===== config.mk =====
export PLATFORM = sky130hd
export DESIGN_NAME = ft_fifo
export DESIGN_NICKNAME = d
export VERILOG_FILES = /design/src/rtl/ftf_pkg.sv /design/src/rtl/ftf_strobe_sync.sv /design/src/rtl/ftf_ring.sv /design/src/rtl/ftf_ctrl.sv /design/src/rtl/ft_fifo.sv
export SDC_FILE = /design/constraint.sdc
export NUM_CORES = 1
export LEC_CHECK = 0
export ABC_AREA = 1
export BUFFER_PORTS_ARGS = -buffer_cell sky130_fd_sc_hd__buf_4
export CORE_MARGIN = 5
export CORE_UTILIZATION = 55
export DETAILED_ROUTE_END_ITERATION = 8
export MAX_ROUTING_LAYER = met4
export PLACE_DENSITY = 0.78
export SYNTH_ARGS = -nofsm -noshare
export SYNTH_HDL_FRONTEND = slang
export SYNTH_SLANG_ARGS = --single-unit
export TNS_END_PERCENT = 20

===== constraint.sdc =====
create_clock -name clk -period 3.1 [get_ports clk]
set_input_delay 0.465 -clock clk [delete_from_list [all_inputs] [get_ports clk]]
set_output_delay 0.465 -clock clk [all_outputs]
set_load 0.005 [all_outputs]

===== src/rtl/ftf_pkg.sv =====
package ftf_pkg;

    // strobe slots inside the shared synchronizer
    localparam int unsigned STB_WR  = 0;
    localparam int unsigned STB_RD  = 1;
    localparam int unsigned NUM_STB = 2;

    // one synchronized strobe as seen by the control logic
    typedef struct packed {
        logic lvl;   // synchronized level
        logic fall;  // high for one clock after a high-to-low change
    } strobe_t;

endpackage


===== src/rtl/ftf_strobe_sync.sv =====
module ftf_strobe_sync #(
    parameter int unsigned N      = 2,
    parameter int unsigned STAGES = 2
) (
    input  logic         clk,
    input  logic         rst_n,
    input  logic [N-1:0] pin,
    output logic [N-1:0] lvl_o,
    output logic [N-1:0] fall_o
);

    localparam int unsigned LAST = STAGES - 1;

    for (genvar g = 0; g < N; g++) begin : g_stb
        // bits [STAGES-1:0] form the synchronizer chain, bit STAGES holds the previous level
        logic [STAGES:0] chain_d, chain_q;

        always_comb begin
            chain_d = {chain_q[STAGES-1:0], pin[g]};
        end

        always_ff @(posedge clk or negedge rst_n) begin
            if (!rst_n) chain_q <= '0;
            else        chain_q <= chain_d;
        end

        assign lvl_o[g]  = chain_q[LAST];
        assign fall_o[g] = chain_q[STAGES] & ~chain_q[LAST];
    end

endmodule


===== src/rtl/ftf_ring.sv =====
module ftf_ring #(
    parameter int unsigned WIDTH = 4,
    parameter int unsigned DEPTH = 64
) (
    input  logic                       clk,
    input  logic                       rst_n,
    input  logic                       wr_en,
    input  logic [WIDTH-1:0]           wr_data,
    input  logic                       rd_en,
    output logic [WIDTH-1:0]           rd_data,
    output logic [$clog2(DEPTH+1)-1:0] count
);

    localparam int unsigned PTR_W = (DEPTH > 1) ? $clog2(DEPTH) : 1;
    localparam int unsigned CNT_W = $clog2(DEPTH + 1);

    typedef struct packed {
        logic [PTR_W-1:0] wp;
        logic [PTR_W-1:0] rp;
        logic [CNT_W-1:0] cnt;
    } ring_t;

    ring_t s_d, s_q;
    logic [WIDTH-1:0] mem_q [DEPTH];

    function automatic logic [PTR_W-1:0] bump(input logic [PTR_W-1:0] p);
        return (p == PTR_W'(DEPTH - 1)) ? '0 : p + 1'b1;
    endfunction

    always_comb begin
        s_d = s_q;
        if (wr_en) s_d.wp = bump(s_q.wp);
        if (rd_en) s_d.rp = bump(s_q.rp);
        case ({wr_en, rd_en})
            2'b10:   s_d.cnt = s_q.cnt + 1'b1;
            2'b01:   s_d.cnt = s_q.cnt - 1'b1;
            default: s_d.cnt = s_q.cnt;
        endcase
    end

    always_ff @(posedge clk or negedge rst_n) begin
        if (!rst_n) s_q <= '0;
        else        s_q <= s_d;
    end

    always_ff @(posedge clk) begin
        if (wr_en) mem_q[s_q.wp] <= wr_data;
    end

    assign rd_data = mem_q[s_q.rp];
    assign count   = s_q.cnt;

    // the controller must never push into a full store or pop an empty one
    assert_no_overflow_R1: assert property (@(posedge clk) disable iff (!rst_n)
        wr_en |-> (s_q.cnt < CNT_W'(DEPTH)));
    assert_no_underflow_R1: assert property (@(posedge clk) disable iff (!rst_n)
        rd_en |-> (s_q.cnt != '0));

endmodule


===== src/rtl/ftf_ctrl.sv =====
module ftf_ctrl
    import ftf_pkg::*;
#(
    parameter int unsigned WIDTH = 4,
    parameter int unsigned DEPTH = 64
) (
    input  logic                       clk,
    input  logic                       rst_n,
    input  strobe_t                    wr_stb,
    input  strobe_t                    rd_stb,
    input  logic [WIDTH-1:0]           din,
    input  logic [$clog2(DEPTH+1)-1:0] ring_cnt,
    input  logic [WIDTH-1:0]           ring_rd,
    output logic                       ring_push,
    output logic                       ring_pop,
    output logic                       in_ready,
    output logic                       out_ready,
    output logic [WIDTH-1:0]           word
);

    localparam int unsigned CNT_W = $clog2(DEPTH + 1);
    localparam logic [CNT_W-1:0] FULL = CNT_W'(DEPTH);

    typedef struct packed {
        logic             taken;     // a word was taken during this shift-in high period
        logic             pend;      // youngest stored word still waits for shift-in to drop
        logic             hold_full; // holding register carries an unread word
        logic             ir;
        logic             ordy;
        logic [WIDTH-1:0] word;
    } ctrl_t;

    ctrl_t s_d, s_q;

    logic             cap, pend_live, avail, take_out, load;
    logic [CNT_W-1:0] occ, ring_nxt, occ_nxt;

    always_comb begin
        occ       = ring_cnt + CNT_W'(s_q.hold_full);
        cap       = wr_stb.lvl & ~s_q.taken & (occ < FULL);
        pend_live = s_q.pend & ~wr_stb.fall;
        avail     = ring_cnt > CNT_W'(pend_live);
        take_out  = rd_stb.fall & s_q.hold_full;
        load      = (~s_q.hold_full | take_out) & avail;
        ring_nxt  = ring_cnt + CNT_W'(cap) - CNT_W'(load);

        s_d           = s_q;
        s_d.taken     = wr_stb.lvl & (s_q.taken | cap);
        s_d.pend      = pend_live | cap;
        s_d.hold_full = load | (s_q.hold_full & ~take_out);
        if (load) s_d.word = ring_rd;
        occ_nxt       = ring_nxt + CNT_W'(s_d.hold_full);
        s_d.ir        = (occ_nxt < FULL) & ~s_d.taken;
        s_d.ordy      = s_d.hold_full & (~rd_stb.lvl | load);
    end

    always_ff @(posedge clk or negedge rst_n) begin
        if (!rst_n) begin
            s_q      <= '0;
            s_q.ir   <= 1'b1;
        end else begin
            s_q      <= s_d;
        end
    end

    assign ring_push = cap;
    assign ring_pop  = load;
    assign in_ready  = s_q.ir;
    assign out_ready = s_q.ordy;
    assign word      = s_q.word;

    // output-ready only advertises a word that is actually held
    assert_ordy_has_word_R7: assert property (@(posedge clk) disable iff (!rst_n)
        s_q.ordy |-> s_q.hold_full);
    // input-ready never shows while the buffer is full
    assert_ir_not_full_R8: assert property (@(posedge clk) disable iff (!rst_n)
        s_q.ir |-> (occ < FULL));
    // input-ready stays low while the word of this strobe is outstanding
    assert_ir_low_pending_R8: assert property (@(posedge clk) disable iff (!rst_n)
        s_q.pend |-> !s_q.ir);
    // an empty holding register keeps the last word unchanged
    assert_last_word_held_R6: assert property (@(posedge clk) disable iff (!rst_n)
        (!s_q.hold_full && $past(!s_q.hold_full)) |-> $stable(s_q.word));
    // with shift-out high, output-ready lasts at most one clock
    assert_ordy_single_pulse_R9: assert property (@(posedge clk) disable iff (!rst_n)
        ($past(s_q.ordy) && $past(rd_stb.lvl)) |-> !s_q.ordy);
    // occupancy never passes the capacity
    assert_occ_bound_R1: assert property (@(posedge clk) disable iff (!rst_n)
        occ <= FULL);

endmodule


===== src/rtl/ft_fifo.sv =====
module ft_fifo
    import ftf_pkg::*;
#(
    parameter int unsigned WIDTH       = 4,
    parameter int unsigned DEPTH       = 64,
    parameter int unsigned SYNC_STAGES = 2
) (
    input  logic             clk,
    input  logic             rst_n,
    input  logic             shift_in,
    input  logic             shift_out,
    input  logic [WIDTH-1:0] din,
    input  logic             oe_n,
    output logic             in_ready,
    output logic             out_ready,
    output logic [WIDTH-1:0] dout,
    output logic             dout_oe
);

    localparam int unsigned CNT_W = $clog2(DEPTH + 1);

    logic [NUM_STB-1:0] stb_pins, stb_lvl, stb_fall;
    strobe_t            wr_stb, rd_stb;
    logic               push, pop;
    logic [WIDTH-1:0]   rd_word, hold_word;
    logic [CNT_W-1:0]   cnt;

    always_comb begin
        stb_pins         = '0;
        stb_pins[STB_WR] = shift_in;
        stb_pins[STB_RD] = shift_out;
    end

    ftf_strobe_sync #(.N(NUM_STB), .STAGES(SYNC_STAGES)) u_sync (
        .clk    (clk),
        .rst_n  (rst_n),
        .pin    (stb_pins),
        .lvl_o  (stb_lvl),
        .fall_o (stb_fall)
    );

    assign wr_stb = '{lvl: stb_lvl[STB_WR], fall: stb_fall[STB_WR]};
    assign rd_stb = '{lvl: stb_lvl[STB_RD], fall: stb_fall[STB_RD]};

    ftf_ring #(.WIDTH(WIDTH), .DEPTH(DEPTH)) u_ring (
        .clk     (clk),
        .rst_n   (rst_n),
        .wr_en   (push),
        .wr_data (din),
        .rd_en   (pop),
        .rd_data (rd_word),
        .count   (cnt)
    );

    ftf_ctrl #(.WIDTH(WIDTH), .DEPTH(DEPTH)) u_ctrl (
        .clk       (clk),
        .rst_n     (rst_n),
        .wr_stb    (wr_stb),
        .rd_stb    (rd_stb),
        .din       (din),
        .ring_cnt  (cnt),
        .ring_rd   (rd_word),
        .ring_push (push),
        .ring_pop  (pop),
        .in_ready  (in_ready),
        .out_ready (out_ready),
        .word      (hold_word)
    );

    assign dout    = oe_n ? '0 : hold_word;
    assign dout_oe = ~oe_n;

endmodule


=== Yosys cells after proc, flatten, opt, wreduce, memory -nomap -nowiden ===
Memory sizes are Yosys's and may differ from the RTL's. A register that Yosys moved wholly into a read port is not among the register bits.
Cells that the tools add are included.

* Add/subtract/negate cells: 8
* $lt $le $gt $ge: 3
* Eq/ne operators: 4
* Mux-type cells: 6
* Bitwise gates (word level): 24
* Reduce and logical (&&, ||, !) cells: 2

{| class="wikitable"
|+ Operator list
! cell !! number
|-
| adder 7 x 1 -> 7 bit || 3
|-
| less-than comparator 7 bit, second input constant || 2
|-
| one-hot mux 7 bit (2 select lines) || 1
|-
| adder 6 x 1 -> 6 bit, second input constant || 2
|-
| equality test 6 bit, second input constant || 2
|-
| 2-to-1 mux 6 bit || 2
|-
| AND 1 bit || 11
|-
| NOT 1 bit || 8
|-
| adder 7 x 1 -> 7 bit, second input constant || 1
|-
| > comparator 7 x 1 -> 1 bit || 1
|-
| subtractor 7 x 1 -> 7 bit || 1
|-
| subtractor 7 x 1 -> 7 bit, second input constant || 1
|-
| OR 1 bit || 5
|-
| 2-to-1 mux 4 bit || 1
|-
| equality test 2 x 1 -> 1 bit, second input constant || 1
|-
| equality test 2 bit, second input constant || 1
|-
| 2-to-1 mux 1 bit || 2
|-
| nonzero test 2 bit || 1
|-
| zero test 1 bit || 1
|}

* Input bits: 9
* Register bits after elaboration: 30
* Memories kept: 1
* Logic and storage cells: 58
* Memory bits (writable): 256

{| class="wikitable"
|+ Memories
! name !! words !! width !! rd ports !! clocked after Yosys merged registers in !! write ports !! line !! source
|-
| u_ring.mem_q || 64 || 4 || 1 || 1 || 1 || ftf_ring.sv:24 || <nowiki>logic [WIDTH-1:0] mem_q [DEPTH];</nowiki>
|}

=== Longest topological paths before layout ===
Gate-level depths: netlist of run 1.

* Depth after elaboration: 10
* Gate-level depth with buffers: 23

=== By module ===
Synthesis of run 1 repeated with hierarchy kept, for this count alone.

* Cell total of the unflattened synthesis: 1322
* Area total of the unflattened synthesis: 13148.9 um^2

{| class="wikitable"
|+ By module, submodules not included
! module !! cells each !! area each (um^2) !! instances
|-
| ftf_ring || 1212 || 12166.7 || 1
|-
| ftf_ctrl || 89 || 763.2 || 1
|-
| ftf_strobe_sync || 12 || 185.2 || 1
|-
| ft_fifo || 9 || 33.8 || 1
|}

=== Worst setup path before layout of run 1 ===
Ideal clock, no wire load.

* Kind: register -> register
* From: register u_sync.g_stb[0].chain_q[1]
* To: register u_ring.s_q, in the netlist u_ring.count[6]
* Stages on the path, launching flop included: 22
* Arrival: 2.700 ns
* Required time: 2.973 ns
* Path slack: 0.273 ns
* Period minus slack after synthesis: 2.827 ns
* Setup time: 0.127 ns
* Cells stage by stage: dfrtp_1 inv_1 nand2_1 nand2_1 inv_1 ha_1 nand3_1 o21ai_0 nor2_1 buf_2 ha_1 inv_1 fa_1 inv_1 nand3_1 nand2_1 nand2_1 nand2_1 a21oi_1 xor2_1 nand2_1 o21ai_0

* Word-level cells in the longest chain between the ends: 8
* Elaborated cells between the ends (all ways): 12
* Those cells by class: order compare (1); eq/ne (2); mux (1); bitwise (7); reduce/logical (1)

{| class="wikitable"
|+ RTL lines
! element !! line !! source
|-
| start: declaration || ftf_strobe_sync.sv:16 || <nowiki>logic [STAGES:0] chain_d, chain_q;</nowiki>
|-
| start signal: assignment || ftf_strobe_sync.sv:24 || <nowiki>else chain_q <= chain_d;</nowiki>
|-
| NOT 1 bit * || ftf_strobe_sync.sv:28 || <nowiki>assign fall_o[g] = chain_q[STAGES] & ~chain_q[LAST];</nowiki>
|-
| AND 1 bit * || ftf_strobe_sync.sv:28 ||
|-
| NOT 1 bit * || ftf_ctrl.sv:41 || <nowiki>pend_live = s_q.pend & ~wr_stb.fall;</nowiki>
|-
| AND 1 bit * || ftf_ctrl.sv:41 ||
|-
| > comparator 7 x 1 -> 1 bit * || ftf_ctrl.sv:42 || <nowiki>avail = ring_cnt > CNT_W'(pend_live);</nowiki>
|-
| AND 1 bit * || ftf_ctrl.sv:44 || <nowiki>load = (~s_q.hold_full | take_out) & avail;</nowiki>
|-
| named net pop || ft_fifo.sv:24 || <nowiki>logic push, pop;</nowiki>
|-
| equality test 2 x 1 -> 1 bit / equality test 2 bit (equally long branches) || ftf_ring.sv:34 || <nowiki>case ({wr_en, rd_en})</nowiki>
|-
| one-hot mux 7 bit (2 select lines) / nonzero test 2 bit (equally long branches) || - ||
|-
| end signal: assignment || ftf_ring.sv:42 || <nowiki>if (!rst_n) s_q <= '0;</nowiki>
|-
| end signal: assignment || ftf_ring.sv:43 || <nowiki>else s_q <= s_d;</nowiki>
|-
| end: declaration || ftf_ring.sv:23 || <nowiki>ring_t s_d, s_q;</nowiki>
|}

Mark *: on every way through the listed nets, which the timed path passes. The rest lies on a longest branch.
A chain may end at the register's enable or synchronous reset.

=== Worst setup path in the final report of run 1 ===
* From: register u_sync.g_stb[0].chain_q[1]
* To: register u_ring.s_q, in the netlist u_ring.count[6]

* Word-level cells in the longest chain between the ends: 8
* Elaborated cells between the ends (all ways): 12
* Those cells by class: order compare (1); eq/ne (2); mux (1); bitwise (7); reduce/logical (1)

{| class="wikitable"
|+ RTL lines
! element !! line
|-
| NOT 1 bit || ftf_strobe_sync.sv:28
|-
| AND 1 bit || ftf_strobe_sync.sv:28
|-
| NOT 1 bit || ftf_ctrl.sv:41
|-
| AND 1 bit || ftf_ctrl.sv:41
|-
| > comparator 7 x 1 -> 1 bit || ftf_ctrl.sv:42
|-
| AND 1 bit || ftf_ctrl.sv:44
|-
| equality test 2 x 1 -> 1 bit / equality test 2 bit (equally long branches) || ftf_ring.sv:34
|-
| one-hot mux 7 bit (2 select lines) / nonzero test 2 bit (equally long branches) || -
|}

Several ways; a longest one is shown, not always the timed one.

==> metrics.txt, run 1 <==
worst vdd ir=0.7526 mV; Synth Cell Area=13190 sq um; Pre-antenna DRT Iters=5; Skew-Pair Late Insertion Delay=between 0.5 and 0.6 ns; vias=8893; slowest stage cell, crit path=dfrtp_1; Cells after Synth=~1300; share of cells above drive strength 1=under 10%; Distinct cells, synth=38; worst hold-check path type=input pin to flop; Pleak=0.006022 uW; Yosys top cell area share=58.28%; gr usage total=about 22%; Max-Cap Viols=0; largest net degree at the start of global routing=around 140; Post-DP HPWL=roughly 17 mm; pwr dens=859.0 nW/um^2; Remaining Overflow, GRT=0; post-synthesis mux area share=0%; Detail Route Antenna Nets=0; achievable frequency=between 300 and 400 MHz; Layout fillers=~1900; CP Cell Sequence=inv_1 > nand2_1 > nand2_1 > inv_1 > ha_1 > nand3_1 > o21ai_1 > nor2_2 > ha_4 > inv_1 > fa_1 > inv_2 > nand3_1 > nand2_1 > nand2_1 > nand2_1 > a21oi_1 > xor2_1 > nand2_1 > o21ai_0; drt drc=0; Cell Rows=56; clock slew at reported path FFs=0.06 ns; commonest register cell after synthesis=edfxtp_1; Synth Area in Compound Gates=2.409%; Nets=between 1000 and 1500; EDFF count, synth=256; Die ar.=27180 sq um; Routed WL=around 28 mm; Adder-Cell Fraction of Synth Area=2.333%; CP max FO=7; Sink Count=290; TNS Setup=0 ns; most common cell in the netlist=nand2_1; DR WL/cell=between 15 and 20 microns; Syn Nets=1352; outcome=completed; post-synthesis simple-gate area fraction=between 20% and 30%; setup violators final=0; initial antenna violation count=0; H-tree levels=1; xor/xnor cell area share of the yosys netlist=less than 1%; Synth area leader=edfxtp_1; Die W=between 150 and 200 microns; core area=approximately 24000 sq um; CP Capture Type=flop; Synth Area per Inst=~10 sq um; main combinational cell family by area after synthesis=simple AND/OR/NAND/NOR gates; top cells by count, synth=387 x nand2_1, 256 x edfxtp_1, 170 x nor2_1; CP top delay family=adder cells; antenna diode count=0; Ys Warns=0; register bit count reported by yosys=290; final hold vios=0; clock buffer depth=3; critical path required time=about 3.5 ns; Clock Tree Root=clkbuf_16; Tmin final=about 2.9 ns; critical path data arrival time=roughly 3.3 ns; Seq/Total Area, Yosys=64.73%; global-route wire length before repair=around 46 mm; top cells by area, synth=edfxtp_1 58%, nand2_1 11%, dfrtp_1 6.3%; fin util=61.93%; vias in the first global route=roughly 8700; Slew @ Worst Pin=about 0.82 ns; initial core utilization=between 50% and 60%; hold_ws=around 0.026 ns; CP peak stage delay=0.41 ns; total CTS buffers=28; Worst Path Class, Setup=flop to flop; DR vias/cell=roughly 5.3; Design Power=about 13000 uW; io pins=16; ratio of final minimum period to clock period=between 90 and 100%; TritonCTS clock tree=built; Setup crit start kind=flop; Port Buf Inserts=15; DRT iter0 DRCs=860; area grow syn2layout=10.53%; Slew Viols, Final=0; Rel. slew slack=45.08%; Die Ht=around 160 microns; Placer Congestion=a little under 0.9; worst path bufs/invs=4; Synth async-reset ratio=a little under an eighth; Setup Skew=0.01088 ns; most used cell, CP=nand2_1
==> per-layer routing <==
metal / track usage [%] / part of all wire (%)
met1: 29.52 / 41
met2: 35.33 / 48
met3: 3.120 / 7.4
met4: 7.524 / 2.7
met5: - / 0
==> cell type report <==
| cell class | count | area (sq um) | share of cell area (%) |
|---|---|---|---|
| clock buffers | 33 | 740.7 | 5.080 |
| clock inverters | 18 | 225.2 | 1.545 |
| repair buffers | 26 | 247.7 | 1.699 |
| inverters | 167 | 635.6 | 4.359 |
| multi-input cells | 811 | 3787 | 25.98 |
| flip-flops and latches | 290 | 8544 | 58.60 |
| well taps | 319 | 399.1 | 2.738 |
==> placed cells by master (no fill, tap or decap), types with 4 or more instances in the layout <==
| cell | count |
|---|---|
| dfrtp_1 | 31 |
| o22ai_1 | 4 |
| nand3_4 | 4 |
| edfxtp_1 | 256 |
| bufinv_16 | 5 |
| inv_1 | 159 |
| clkinv_1 | 4 |
| nand4_4 | 4 |
| xor2_1 | 5 |
| clkbuf_1 | 4 |
| nand2_1 | 387 |
| nor2_1 | 169 |
| buf_12 | 4 |
| inv_2 | 4 |
| o21ai_1 | 9 |
| a21oi_1 | 17 |
| nor2_2 | 4 |
| clkbuf_16 | 29 |
| buf_4 | 21 |
| nand3_1 | 135 |
| ha_1 | 22 |
| clkinv_2 | 8 |
| o21ai_0 | 28 |
==> where the power goes <==
group          leakage [uW]  internal [uW]  switching [uW]
registers           0.00270           4490             223
clock network      0.000473           2130            1410
logic               0.00285           1330            2940
total               0.00602           7950            4570
==> state kept, by name, summed over array words and instances, names as in the netlist <==
signal and count:
u_ctrl.in_ready 1, u_ctrl.out_ready 1, u_ctrl.s_q 3, u_ctrl.word 4, u_ring.count 7, u_ring.mem_q 256, u_ring.s_q 12, u_sync.g_stb.chain_q 6
==> worst register-to-register path, cell delays in order (launching register included) <==
cell and delay (ns):
dfrtp_1 0.41, inv_1 0.08, nand2_1 0.05, nand2_1 0.07
inv_1 0.04, ha_1 0.26, nand3_1 0.09, o21ai_1 0.11
nor2_2 0.19, ha_4 0.21, inv_1 0.07, fa_1 0.39
inv_2 0.09, nand3_1 0.08, nand2_1 0.10, nand2_1 0.08
nand2_1 0.06, a21oi_1 0.07, xor2_1 0.14, nand2_1 0.06
o21ai_0 0.10
==> cell families (layout without fill, tap and decap cells) <==
group,count (synthesis),in the layout
other,1,1
DFF,290,290
xor gates and xnor gates,7,7
AOI/OAI and AO/OA,61,61
and+or+nand+nor,718,718
buffers and inverters,218,244
adders and majority gates,24,24
==> through the flow <==
step | cells | setup slack [ns] | instance area [sq um]
2_1_floorplan | 1319 | 0.2728 | 13190
6_report | 1664 | 0.2233 | 14580
5_1_grt | 1664 | -0.01212 | 14580
4_1_cts | 1663 | 0.05561 | 14560
3_5_place_dp | 1611 | 0.1002 | 13580
3_3_place_gp | 1611 | 0.2461 | 13580
==> path summary, 6_finish.rpt <==
path	start	end	slack [ns]	cells after the start
hold / removal	shift_in	u_sync.g_stb[0].chain_q[0]	0.03	1
hold reg to reg	u_sync.g_stb[1].chain_q[0]	u_sync.g_stb[1].chain_q[1]	0.35	0
min in group asynchronous	rst_n	u_ctrl.word[1]	0.43	2
setup reg to reg	u_sync.g_stb[0].chain_q[1]	u_ring.count[6]	0.22	20
setup / recovery	u_sync.g_stb[0].chain_q[1]	u_ring.count[6]	0.22	20
max in group asynchronous	rst_n	u_ring.s_q[7]	2.30	2
==> what timing repair did <==
action,in CTS,in global routing
endpoints found under the hold margin,33,0
gates resized for setup,0,5
setup buffers,0,1
endpoints found under the setup margin,0,2
hold buffers,1,0
Note: power is estimated with default switching activity, not from simulation.
==> run 2, diff against run 1 <==
- BUFFER_PORTS_ARGS: -buffer_cell sky130_fd_sc_hd__buf_4 -> -buffer_cell sky130_fd_sc_hd__buf_2
- CORE_ASPECT_RATIO: not set -> 0.9
- PLACE_DENSITY: 0.78 -> not set
- PLACE_DENSITY_LB_ADDON: not set -> 0.2
==> metrics.txt, run 2 (synthesized netlist as in run 1, its figures left out) <==
achievable frequency=347.2 MHz (-0.13%); antenna diode count=0 (unchanged); Slew @ Worst Pin=0.8753 ns (+0.05161 ns); Rel. slew slack=41.64% (-3.4 points); Die ar.=27190 sq um (about the same); DR WL/cell=17.53 microns (+3.2%); area grow syn2layout=9.712%; fin util=61.65% (-0.28 points); Placer Congestion=0.8638 (-0.80%); ratio of final minimum period to clock period=92.91% (+0.12 points); largest net degree at the start of global routing=89 (-35%); hold_ws=0.02372 ns (-0.002591 ns); Reg2Reg Depth=20 (unchanged); Worst Path Class, Setup=flop to flop; RR Startpoint=u_sync.g_stb[0].chain_q[1]; critical path capture point=u_ring.count[6]; H-tree levels=1 (unchanged); pwr dens=842.7 nW/um^2 (-1.9%); worst hold-check path type=input pin to async pin; Remaining Overflow, GRT=0 (unchanged); Post-DP HPWL=17.87 mm (+8.0%); CP peak stage delay=0.42 ns (about the same); clock slew at reported path FFs=0.06 ns (about the same); slowest stage cell, crit path=dfrtp_1; Design Power=12200 uW (-2.6%); most frequent cells in the layout=387 x nand2_1, 256 x edfxtp_1, 169 x nor2_1; initial core utilization=56.19% (+0.16 points); Slew Viols, Final=0 (unchanged); core area=23480 sq um (-0.29%); CP max FO=7 (unchanged); CP top delay family=adder cells; CP Capture Type=flop; worst vdd ir=0.5364 mV (-29%); clock buffer depth=3 (unchanged); global-route wire length before repair=45.71 mm (+0.38%); Clock Tree Root=clkbuf_16; Crit path depth=20 (unchanged); io pins=16 (unchanged); vias in the first global route=8538 (-2.0%); drt drc=0 (unchanged); Pleak=0.005994 uW (-0.45%); hold_buf cts=0 (-1); Die Ht=156.9 microns (-4.8%); outcome=completed; Cell Rows=53 (-5.4%); Nets=1368 (+0.81%); setup violators final=0 (unchanged); DRT iter0 DRCs=912 (+6.0%); total CTS buffers=29 (+3.6%); share of cells above drive strength 1=7.391% (-0.19 points); Die W=173.2 microns (+5.1%); Biggest register=u_ring.mem_q; Reg2Reg Setup Slack=0.22 ns (about the same); Crit Reg-Reg Endpoint=u_ring.count[6]; vias=8932 (+0.44%); Port Buf Inserts=15 (unchanged); Cell Count, Final, Fillers Out=1655 (-0.54%); Skew-Pair Late Insertion Delay=0.54 ns (about the same); Sink Count=290 (unchanged); TNS Setup=0 ns (unchanged); DR vias/cell=5.397 (+0.98%); commonest non-fill, non-tap cell in the layout=nand2_1; Detail Route Antenna Nets=0 (unchanged); gr usage total=22.08% (about the same); Layout fillers=1962 (+3.5%); critical path required time=3.51 ns (about the same); initial antenna violation count=0 (unchanged); most used cell, CP=nand2_1; Setup crit start kind=flop; Setup Skew=0.01079 ns (-0.00009270 ns); max FFs per register=256 (unchanged); Pre-antenna DRT Iters=5 (unchanged); critical path data arrival time=3.29 ns (about the same); Tmin final=2.880 ns (+0.003602 ns); Routed WL=29.01 mm (+2.7%); Crit. Startpoint=u_sync.g_stb[0].chain_q[1]; CP Cell Sequence=inv_1 > nand2_1 > nand2_1 > inv_1 > ha_1 > nand3_1 > o21ai_0 > nor2_2 > ha_4 > inv_1 > fa_1 > inv_1 > nand3_1 > nand2_1 > nand2_1 > nand2_1 > a21oi_1 > xor2_1 > nand2_1 > o21ai_0; TritonCTS clock tree=built; Max-Cap Viols=0 (unchanged); final hold vios=0 (unchanged); worst path bufs/invs=4 (unchanged); placed insts=1605 (-0.37%)
[run 2: changes by cell type in the layout (fill, tap and decap cells not counted), moves of 2 or more]
cell        delta
bufinv_16      -5
clkinvlp_4     -2
clkbuf_1      +11
inv_6          -2
buf_4          -5
clkinv_2       -6
buf_2         +15
clkbuf_8       +3
[run 2: power by group]
group,internal (uW),leakage [uW],switching [uW],total [uW]
combinational,1360,0.00289,2980,4340
clock,1790,0.000402,1350,3140
sequential,4490,0.00270,231,4720
total,7640,0.00599,4560,12200
[run 2: layout make-up]
type                    instances  area [sq um]  share of cell area [%]
flip-flops and latches        290          8544                   59.04
clock inverters                 2         8.758                 0.06052
multi-input cells             811          3787                   26.17
inverters                     167         635.6                   4.392
repair buffers                 36         295.3                   2.040
well taps                     302         377.9                   2.611
clock buffers                  47         823.3                   5.689
[run 2: worst min-delay path by stage]
| stage | slack, ns | to | from | cells after the start |
|---|---|---|---|---|
| finish | 0.02 | u_ctrl.word[2] | rst_n | 1 |
| CTS | 0.02 | u_sync.g_stb[1].chain_q[0] | shift_out | 1 |
| global route | 0.03 | u_sync.g_stb[1].chain_q[0] | shift_out | 1 |
| floorplan | 0.17 | u_ctrl.out_ready | rst_n | 0 |
| detailed placement | 0.35 | u_sync.g_stb[1].chain_q[1] | u_sync.g_stb[1].chain_q[0] | 0 |
| global placement | 0.34 | u_sync.g_stb[1].chain_q[1] | u_sync.g_stb[1].chain_q[0] | 0 |
[run 2: layer usage]
layer / track usage, % / vias up / wire, microns
met5: - / - / 0
met1: 30.33 / 4288 / 12750
met4: 5.585 / 0 / 690
met3: 3.002 / 48 / 1940
met2: 35.63 / 280 / 13640
li1: - / 4316 / -
[run 2: repair_timing]
item / in CTS / in global routing
resized for setup: 0 / 3
setup endpoints to repair: 0 / 2
setup buffers: 0 / 1
[run 2: through the flow]
step / worst slack, ns / instance area (sq um)
after CTS: 0.09057 / 14450
after floorplan: 0.2728 / 13190
final: 0.2197 / 14470
after global placement: 0.2271 / 13620
after detailed placement: 0.09157 / 13620
after global routing: -0.01108 / 14470
